### config.mk
export PLATFORM = sky130hd
export DESIGN_NAME = mac40_unit
export DESIGN_NICKNAME = d
export VERILOG_FILES = /design/src/rtl/mac40_pkg.sv /design/src/rtl/mac40_mult.sv /design/src/rtl/mac40_combine.sv /design/src/rtl/mac40_rdmux.sv /design/src/rtl/mac40_unit.sv
export SDC_FILE = /design/constraint.sdc
export NUM_CORES = 1
export LEC_CHECK = 0
export ABC_AREA = 0
export BUFFER_PORTS_ARGS = -buffer_cell sky130_fd_sc_hd__buf_4
export CORE_MARGIN = 2
export CORE_UTILIZATION = 60
export CTS_CLUSTER_SIZE = 14
export DETAILED_ROUTE_END_ITERATION = 12
export PLACE_DENSITY_LB_ADDON = 0.25
export SETUP_SLACK_MARGIN = 0.4
export SLEW_MARGIN = 25
export SYNTH_ARGS = -nofsm -noshare
export SYNTH_HDL_FRONTEND = slang
export SYNTH_HIERARCHICAL = 1
export SYNTH_SLANG_ARGS = --single-unit
### constraint.sdc
create_clock -name clk -period 11.15 [get_ports clk]
set_input_delay 1.6725 -clock clk [delete_from_list [all_inputs] [get_ports clk]]
set_output_delay 1.6725 -clock clk [all_outputs]
set_load 0.05 [all_outputs]
### src/rtl/mac40_pkg.sv
package mac40_pkg;
    localparam int OPW   = 16;
    localparam int ACCW  = 40;
    localparam int PRODW = 2 * OPW;
    localparam int GRDW  = ACCW - PRODW;
    localparam int ADRW  = 4;

    typedef enum logic [1:0] {
        OP_MUL  = 2'b00,
        OP_MNEG = 2'b01,
        OP_MAC  = 2'b10,
        OP_MSUB = 2'b11
    } mac_op_e;

    localparam logic [ADRW-1:0] A_MODE = 4'h0;
    localparam logic [ADRW-1:0] A_OPA  = 4'h1;
    localparam logic [ADRW-1:0] A_OPB  = 4'h2;
    localparam logic [ADRW-1:0] A_ACC0 = 4'h3;
    localparam logic [ADRW-1:0] A_ACC1 = 4'h4;
    localparam logic [ADRW-1:0] A_ACC2 = 4'h5;
    localparam logic [ADRW-1:0] A_PRD0 = 4'h7;
    localparam logic [ADRW-1:0] A_PRD1 = 4'h8;
    localparam logic [ADRW-1:0] A_STAT = 4'h9;
    localparam logic [ADRW-1:0] A_CLR  = 4'hE;

    typedef struct packed {
        logic             sgn;
        mac_op_e          op;
        logic [OPW-1:0]   opa;
        logic [OPW-1:0]   opb;
        logic [ACCW-1:0]  acc;
        logic [PRODW-1:0] prod;
        logic             ovf;
    } mac_state_t;
endpackage

### src/rtl/mac40_mult.sv
module mac40_mult #(
    parameter int W = 16
) (
    input  logic [W-1:0]           a,
    input  logic [W-1:0]           b,
    input  logic                   sgn,
    output logic signed [2*W+1:0]  p
);
    logic signed [W:0] ax;
    logic signed [W:0] bx;

    always_comb begin
        ax = {sgn & a[W-1], a};
        bx = {sgn & b[W-1], b};
        p  = ax * bx;
    end
endmodule

### src/rtl/mac40_combine.sv
module mac40_combine
    import mac40_pkg::*;
#(
    parameter int PW = 34,
    parameter int AW = 40
) (
    input  logic signed [PW-1:0] p,
    input  logic [AW-1:0]        acc,
    input  mac_op_e              op,
    input  logic                 sgn,
    output logic [AW-1:0]        res,
    output logic                 ovf
);
    localparam int XW = AW - PW;

    logic [AW-1:0] pext;
    logic          sum_wrap;
    logic          dif_wrap;

    always_comb begin
        pext     = {{XW{p[PW-1]}}, p};
        res      = '0;
        unique case (op)
            OP_MUL:  res = pext;
            OP_MNEG: res = '0 - pext;
            OP_MAC:  res = acc + pext;
            OP_MSUB: res = acc - pext;
            default: res = pext;
        endcase
        sum_wrap = (acc[AW-1] == pext[AW-1]) && (res[AW-1] != acc[AW-1]);
        dif_wrap = (acc[AW-1] != pext[AW-1]) && (res[AW-1] != acc[AW-1]);
        ovf      = sgn && (((op == OP_MAC) && sum_wrap) || ((op == OP_MSUB) && dif_wrap));
    end
endmodule

### src/rtl/mac40_rdmux.sv
module mac40_rdmux
    import mac40_pkg::*;
(
    input  mac_state_t       st,
    input  logic [ADRW-1:0]  addr,
    output logic [OPW-1:0]   rdata
);
    always_comb begin
        rdata = '0;
        unique case (addr)
            A_MODE: rdata = {{(OPW-3){1'b0}}, st.op, st.sgn};
            A_OPA:  rdata = st.opa;
            A_OPB:  rdata = st.opb;
            A_ACC0: rdata = st.acc[OPW-1:0];
            A_ACC1: rdata = st.acc[PRODW-1:OPW];
            A_ACC2: rdata = {{(OPW-GRDW){1'b0}}, st.acc[ACCW-1:PRODW]};
            A_PRD0: rdata = st.prod[OPW-1:0];
            A_PRD1: rdata = st.prod[PRODW-1:OPW];
            A_STAT: rdata = {{(OPW-1){1'b0}}, st.ovf};
            default: rdata = '0;
        endcase
    end
endmodule

### src/rtl/mac40_unit.sv
module mac40_unit
    import mac40_pkg::*;
(
    input  logic            clk,
    input  logic            rst_n,
    input  logic            bus_we,
    input  logic [3:0]      bus_addr,
    input  logic [15:0]     bus_wdata,
    output logic [15:0]     bus_rdata
);
    localparam int MPW = 2 * OPW + 2;

    mac_state_t            s_q;
    mac_state_t            s_d;
    logic signed [MPW-1:0] prod_full;
    logic [ACCW-1:0]       acc_next;
    logic                  ovf_next;

    logic [ACCW-1:0]       acc_w;
    logic [PRODW-1:0]      prod_w;
    logic                  ovf_w;
    logic                  sgn_w;
    logic [1:0]            op_w;

    mac40_mult #(.W(OPW)) mult_i (
        .a   (s_q.opa),
        .b   (bus_wdata),
        .sgn (s_q.sgn),
        .p   (prod_full)
    );

    mac40_combine #(.PW(MPW), .AW(ACCW)) comb_i (
        .p   (prod_full),
        .acc (s_q.acc),
        .op  (s_q.op),
        .sgn (s_q.sgn),
        .res (acc_next),
        .ovf (ovf_next)
    );

    mac40_rdmux rdmux_i (
        .st    (s_q),
        .addr  (bus_addr),
        .rdata (bus_rdata)
    );

    always_comb begin
        s_d = s_q;
        if (bus_we) begin
            unique case (bus_addr)
                A_MODE: begin
                    s_d.sgn = bus_wdata[0];
                    s_d.op  = mac_op_e'(bus_wdata[2:1]);
                end
                A_OPA: s_d.opa = bus_wdata;
                A_OPB: begin
                    s_d.opb  = bus_wdata;
                    s_d.acc  = acc_next;
                    s_d.prod = prod_full[PRODW-1:0];
                    s_d.ovf  = ovf_next;
                end
                A_ACC0: s_d.acc[OPW-1:0]       = bus_wdata;
                A_ACC1: s_d.acc[PRODW-1:OPW]   = bus_wdata;
                A_ACC2: s_d.acc[ACCW-1:PRODW]  = bus_wdata[GRDW-1:0];
                A_CLR: begin
                    s_d.acc = '0;
                    s_d.ovf = 1'b0;
                end
                default: s_d = s_q;
            endcase
        end
    end

    always_ff @(posedge clk or negedge rst_n) begin
        if (!rst_n) s_q <= '0;
        else        s_q <= s_d;
    end

    assign acc_w  = s_q.acc;
    assign prod_w = s_q.prod;
    assign ovf_w  = s_q.ovf;
    assign sgn_w  = s_q.sgn;
    assign op_w   = s_q.op;
endmodule

==> Word-level counts from Yosys, hierarchy flattened <==
Index checks and enable logic that the tools add are counted.
{ "classes": {"mux": 6, "bitwise": 2, "n_reduce_logical": 19, "eq_ne": 15, "addsub": 3, "n_mul": 1} }
{ "ops": {"columns": ["cell", "n"], "rows": [
  ["40-bit case mux with 4 select lines", 1],
  ["16-bit case mux with 9 select lines", 1],
  ["16-bit case mux with 3 select lines", 2],
  ["40-bit adder", 1],
  ["40-bit subtractor", 1],
  ["1-bit by 34-bit subtractor with 35-bit output, first input constant", 1],
  ["17-bit by 17-bit multiplier with 34-bit output", 1],
  ["8-bit case mux with 3 select lines", 1],
  ["2-bit AND reduction", 7],
  ["4-bit by 3-bit equality test with 1-bit output, second input constant", 3],
  ["4-bit equality test, second input constant", 3],
  ["3-bit nonzero test", 3],
  ["4-bit by 2-bit equality test with 1-bit output, second input constant", 2],
  ["1-bit logical AND", 5],
  ["2-bit equality test, second input constant", 2],
  ["4-bit by 1-bit equality test with 1-bit output, second input constant", 1],
  ["4-bit logical NOT", 1],
  ["1-bit bitwise AND", 2],
  ["2-bit by 1-bit equality test with 1-bit output, second input constant", 1],
  ["2-bit logical NOT", 1],
  ["1-bit != test", 2],
  ["1-bit case mux with 2 select lines", 1],
  ["2-bit nonzero test", 1],
  ["1-bit equality test", 1],
  ["1-bit logical OR", 1]
]} }
{ "totals": {"output_inout_bits": 16, "wordCells": 55, "register_bits": 108, "in_bits": 23} }

==> Logic depth before layout (Yosys ltp) <==
{ "depth": {"depth_word": 10, "depth_mapped": 41, "mapped_depth_nobuf": 39} }

==> Modules after synthesis <==
The synthesis kept the hierarchy.
{ "by_module_without_submodules": {"columns": ["module", "instances", "cells_per_inst", "area_per_inst_um2", "seq_area_each_um2"], "rows": [
  ["mac40_mult", 1, 1233, 11043.1, 0.0],
  ["mac40_unit", 1, 322, 4643.2, 2702.6],
  ["mac40_combine", 1, 642, 4147.7, 0.0],
  ["mac40_rdmux", 1, 124, 1018.5, 0.0]
]} }

==> Worst setup path after synthesis <==
OpenSTA, ideal clock, no wires.
{ "synth_path": {"kind": "input -> register", "startpoint": "input bus_wdata[2]", "endpoint": "register s_q, in the netlist acc_w[39]", "path_slack_ps": 478, "path_stages": 38, "t_required_ps": 11025, "arrival_ps": 10547, "setup_time_ps": 125, "path_buffers": 3, "cell_sequence": "clkbuf_1 -> nand2_1 -> inv_1 -> fa_1 -> inv_1 -> fa_1 -> inv_1 -> fa_1 -> fa_1 -> fa_1 -> inv_1 -> fa_1 -> inv_1 -> ha_1 -> clkbuf_2 -> and4_2 -> a221oi_2 -> o31ai_2 -> [... 2 more ...] -> xor2_1 -> or3_1 -> nor3_1 -> nand4_1 -> o21ai_0 -> xor2_1 -> ha_1 -> clkbuf_1 -> a21o_1 -> a21o_1 -> a21o_1 -> a311oi_1 -> nand2b_1 -> mux2i_1 -> nor4_2 -> nand2_1 -> a22o_1 -> mux2_2"} }
{ "synth_via": {"elab_chain_cells": 4, "word_cells_on_any_way": 6, "cone_classes": "add/sub (3); mul (1); mux (2)"} }
{ "synth_lines": {"columns": ["item", "line_no", "rtl"], "rows": [
  ["from (decl)", "mac40_unit.sv:8", "input logic [15:0] bus_wdata,"],
  ["17-bit by 17-bit multiplier with 34-bit output *", "mac40_mult.sv:15", "p = ax * bx;"],
  ["via prod_full[25]", "mac40_unit.sv:15", "logic signed [MPW-1:0] prod_full;"],
  ["40-bit subtractor, or another cell as far along", "mac40_combine.sv:27", "OP_MSUB: res = acc - pext;"],
  ["40-bit case mux with 4 select lines *", "mac40_combine.sv:23", "unique case (op)"],
  ["via acc_next[39]", "mac40_unit.sv:16", "logic [ACCW-1:0] acc_next;"],
  ["8-bit case mux with 3 select lines *", "mac40_unit.sv:50", "unique case (bus_addr)"],
  ["to (signal assigned)", "mac40_unit.sv:75", "if (!rst_n) s_q <= '0;"],
  ["to (signal assigned)", "mac40_unit.sv:76", "else s_q <= s_d;"],
  ["to (decl)", "mac40_unit.sv:13", "mac_state_t s_q;"]
]} }
Mark *: on every way through the listed nets, which the timed path passes. The rest lies on a longest branch.
A chain may end at the register's enable or synchronous reset.

==> Worst setup path in the final report <==
{ "layout_path": {"startpoint": "input bus_wdata[5]", "endpoint": "register s_q, in the netlist acc_w[36]"} }
The elaborated chain is that of the path after synthesis.

==> impl_metrics.toml <==
[run_status]
status = "complete, no violations"

[min_path]
hold_path.class = "flip-flop to flip-flop"

[die]
die_h_um = 190
ios = 39
fp.coreArea_sq_um = 34400
die-area_sq_um = 36300
die_width_um = 190
row_count = 68
start_util = 0.607

[flow_run]
maxCapViolations = 0

[drt]
drtIter0Drc = 1572
dr.pass1.iters = 6
drt-total-wl_um = 62200
detail-route-antenna-nets = 0
routedWlPerCell_um = 22.3
avgViaCountPerCell = 6.25
route.detailed.drc = 0
vias = 17429

[synth]
async_reset_ff_frac = 1.00
synth_xor_area_frac = 0.0524
synthTopCellsByArea = "fa_1 (29%), dfrtp_1 (13%), ha_1 (7.5%)"
muxShareOfSynthArea = 0.0668
yosysSeqAreaShare = 0.130
synth_compound_area_frac = 0.131
synth_top_family_by_area = "adder cells"
synth_top_area_cell = "fa_1"
synth_nets = 2766
synth-seq-cells = 108
ys_types = 107
synth_edf_count = 0
synthAdderAreaFrac = 0.360
synth_top_area_share = 0.285
synthCells = 2321
synthFlopType = "dfrtp_1"
synth_common_cells = "inv_1 (366), fa_1 (297), nand2_1 (251), and2_1 (130), ha_1 (125)"
synth_most_common_cell = "inv_1"
syn_avg_cell_area_sq_um = 8.98
yosys.area_share.simple = 0.168
yosys_warnings = 6
synth_area_sq_um = 20900

[clock_network]
clk_latency_ns = 0.38
clock-sinks = 108
cts_made_buffers = 9
root_buffer = "clkbuf_16"
htreeDepth = 3
postCtsHoldBufs = 0
clk_pin_slew_ns = 0.08
clockBufferDepth = 2
cts_tree = "yes"

[place]
hpwl_um = 46700
dpl.cell_count = 2764
routabilityCongestion = 1.03
port_buffers = 38

[critical_path]
critPathSlowestCell = "o311ai_0"
worstSetupPathType = "primary input to flip-flop"
endpoint_kind = "flip-flop"
crit_arrival_ns = 10.83
start_kind = "primary input"
slowest_delay_ns = 0.79
cp_max_fo = 22
required_ns = 11.47
worst-path-buf-inv = 6
path_common_cell = "fa_1"
critPathTopFamily = "adder cells"

[final_layout]
seqCellArea_sq_um = 2700
fin_nets = 2773
multi_input_area_sq_um = 16500
fill_cells = 2875
drive_above_1_share = 0.141
fin_cells = 2789
area_growth_pct = 7.34

[global_routing]
grt_pass1_vias = 17946
grt_max_degree = 62
antenna_found_initial = 2
grt_pass1_wl_um = 99000
grt_util_all_layers = 0.359
grt-ovfl-total = 0

[timing]
period_share = 0.942
setup_viol = 0
rsz0062_at_grt = "yes"
fmax_mhz = 95.2
hold_violations = 0
maxSlewViolCount = 0
tightest_slew_ns = 1.01
clock_skew_ns = 0.0105
finalSetupTns_ns = 0
slew_headroom = 0.328
fin_crit_ns = 10.50
what timing repair did:
action / 4_1_cts / 5_1_grt
setup buffers: 0 / 8
hold endpoints to repair: 0 / 0
resized for setup: 2 / 65
setup endpoints to repair: 2 / 11
pin swaps: 0 / 13
layout make-up:
type	instances	share of cell area
Sequential cell	108	0.121
Tap cell	455	0.0254
Clock buffer	10	0.0107
Clock inverter	6	0.00419
Inverter	366	0.0614
Multi-Input combinational cell	1730	0.738
Timing Repair Buffer	113	0.0396
Antenna cell	1	0.000112
final timing paths:
kind / start / endpoint / slack, ns / cells after the start
max in group asynchronous: rst_n / op_w[1] / 8.48 / 2
worst min register to register: s_q[73] / s_q[73] / 0.50 / 1
worst max register to register: s_q[93] / acc_w[36] / 1.20 / 33
worst min-delay path: s_q[73] / s_q[73] / 0.50 / 1
min in group asynchronous: rst_n / s_q[94] / 1.35 / 1
worst max-delay path: bus_wdata[5] / acc_w[36] / 0.65 / 34
cells by family (layout without fill, tap and decap cells):
logic type      after synthesis  count (layout)
compound gates              394             394
fa+ha+maj                   422             422
flops                       108             108
other cells                   0               1
simple gates                670             670
mux                         120             120
buf+inv                     483             495
xor+xnor                    124             124
sequential cells by signal, indices dropped and copies added (netlist names):
register / count
op_w: 2
ovf_w: 1
sgn_w: 1
s_q: 32
acc_w: 40
prod_w: 32
through the flow:
stage	setup WS, ns	cell area [sq um]	util	hold slack [ns]
after floorplan	0.478	20900	-	0.460
after global placement	-0.0841	21700	0.630	0.473
after detailed placement	-0.0555	21700	0.631	0.482
after CTS	0.437	22000	0.641	0.498
after global routing	0.359	22400	0.651	0.515
final	0.647	22400	0.651	0.500
layout by cell type (no fill, tap or decap), types with 8 or more instances in the layout:
cell       count
xor2_1        58
ha_1         117
mux2_4        11
a22o_1        28
dfrtp_1      107
mux2i_1        8
nand2b_1      13
nand4_1       16
xnor2_1       65
a22oi_1       34
a21o_1        27
nor3_1        17
nand3_1       32
mux2_2        85
a21oi_2        8
o211ai_1      11
nor2_1        91
inv_1        366
o21ai_1       14
o21ai_0       61
a32oi_1       10
nand2_1      251
clkbuf_16      9
buf_4        108
o21a_1        14
and3_1        15
mux2_1        14
a211oi_1      11
nor2b_1       17
o31ai_1       17
and2_1       131
a21oi_1       79
fa_1         296
metal layers:
| layer | global-route usage | part of all wire | up-vias |
|---|---|---|---|
| met5 | 0 | 0 | - |
| met4 | 0.162 | 0.049 | 0 |
| met3 | 0.0646 | 0.088 | 161 |
| met2 | 0.569 | 0.46 | 832 |
| met1 | 0.482 | 0.40 | 8812 |
| li1 | - | - | 7624 |
Power is left out: the tool's default activity adds up to more than one toggle a clock period on the data nets, which glitch-free logic cannot reach.
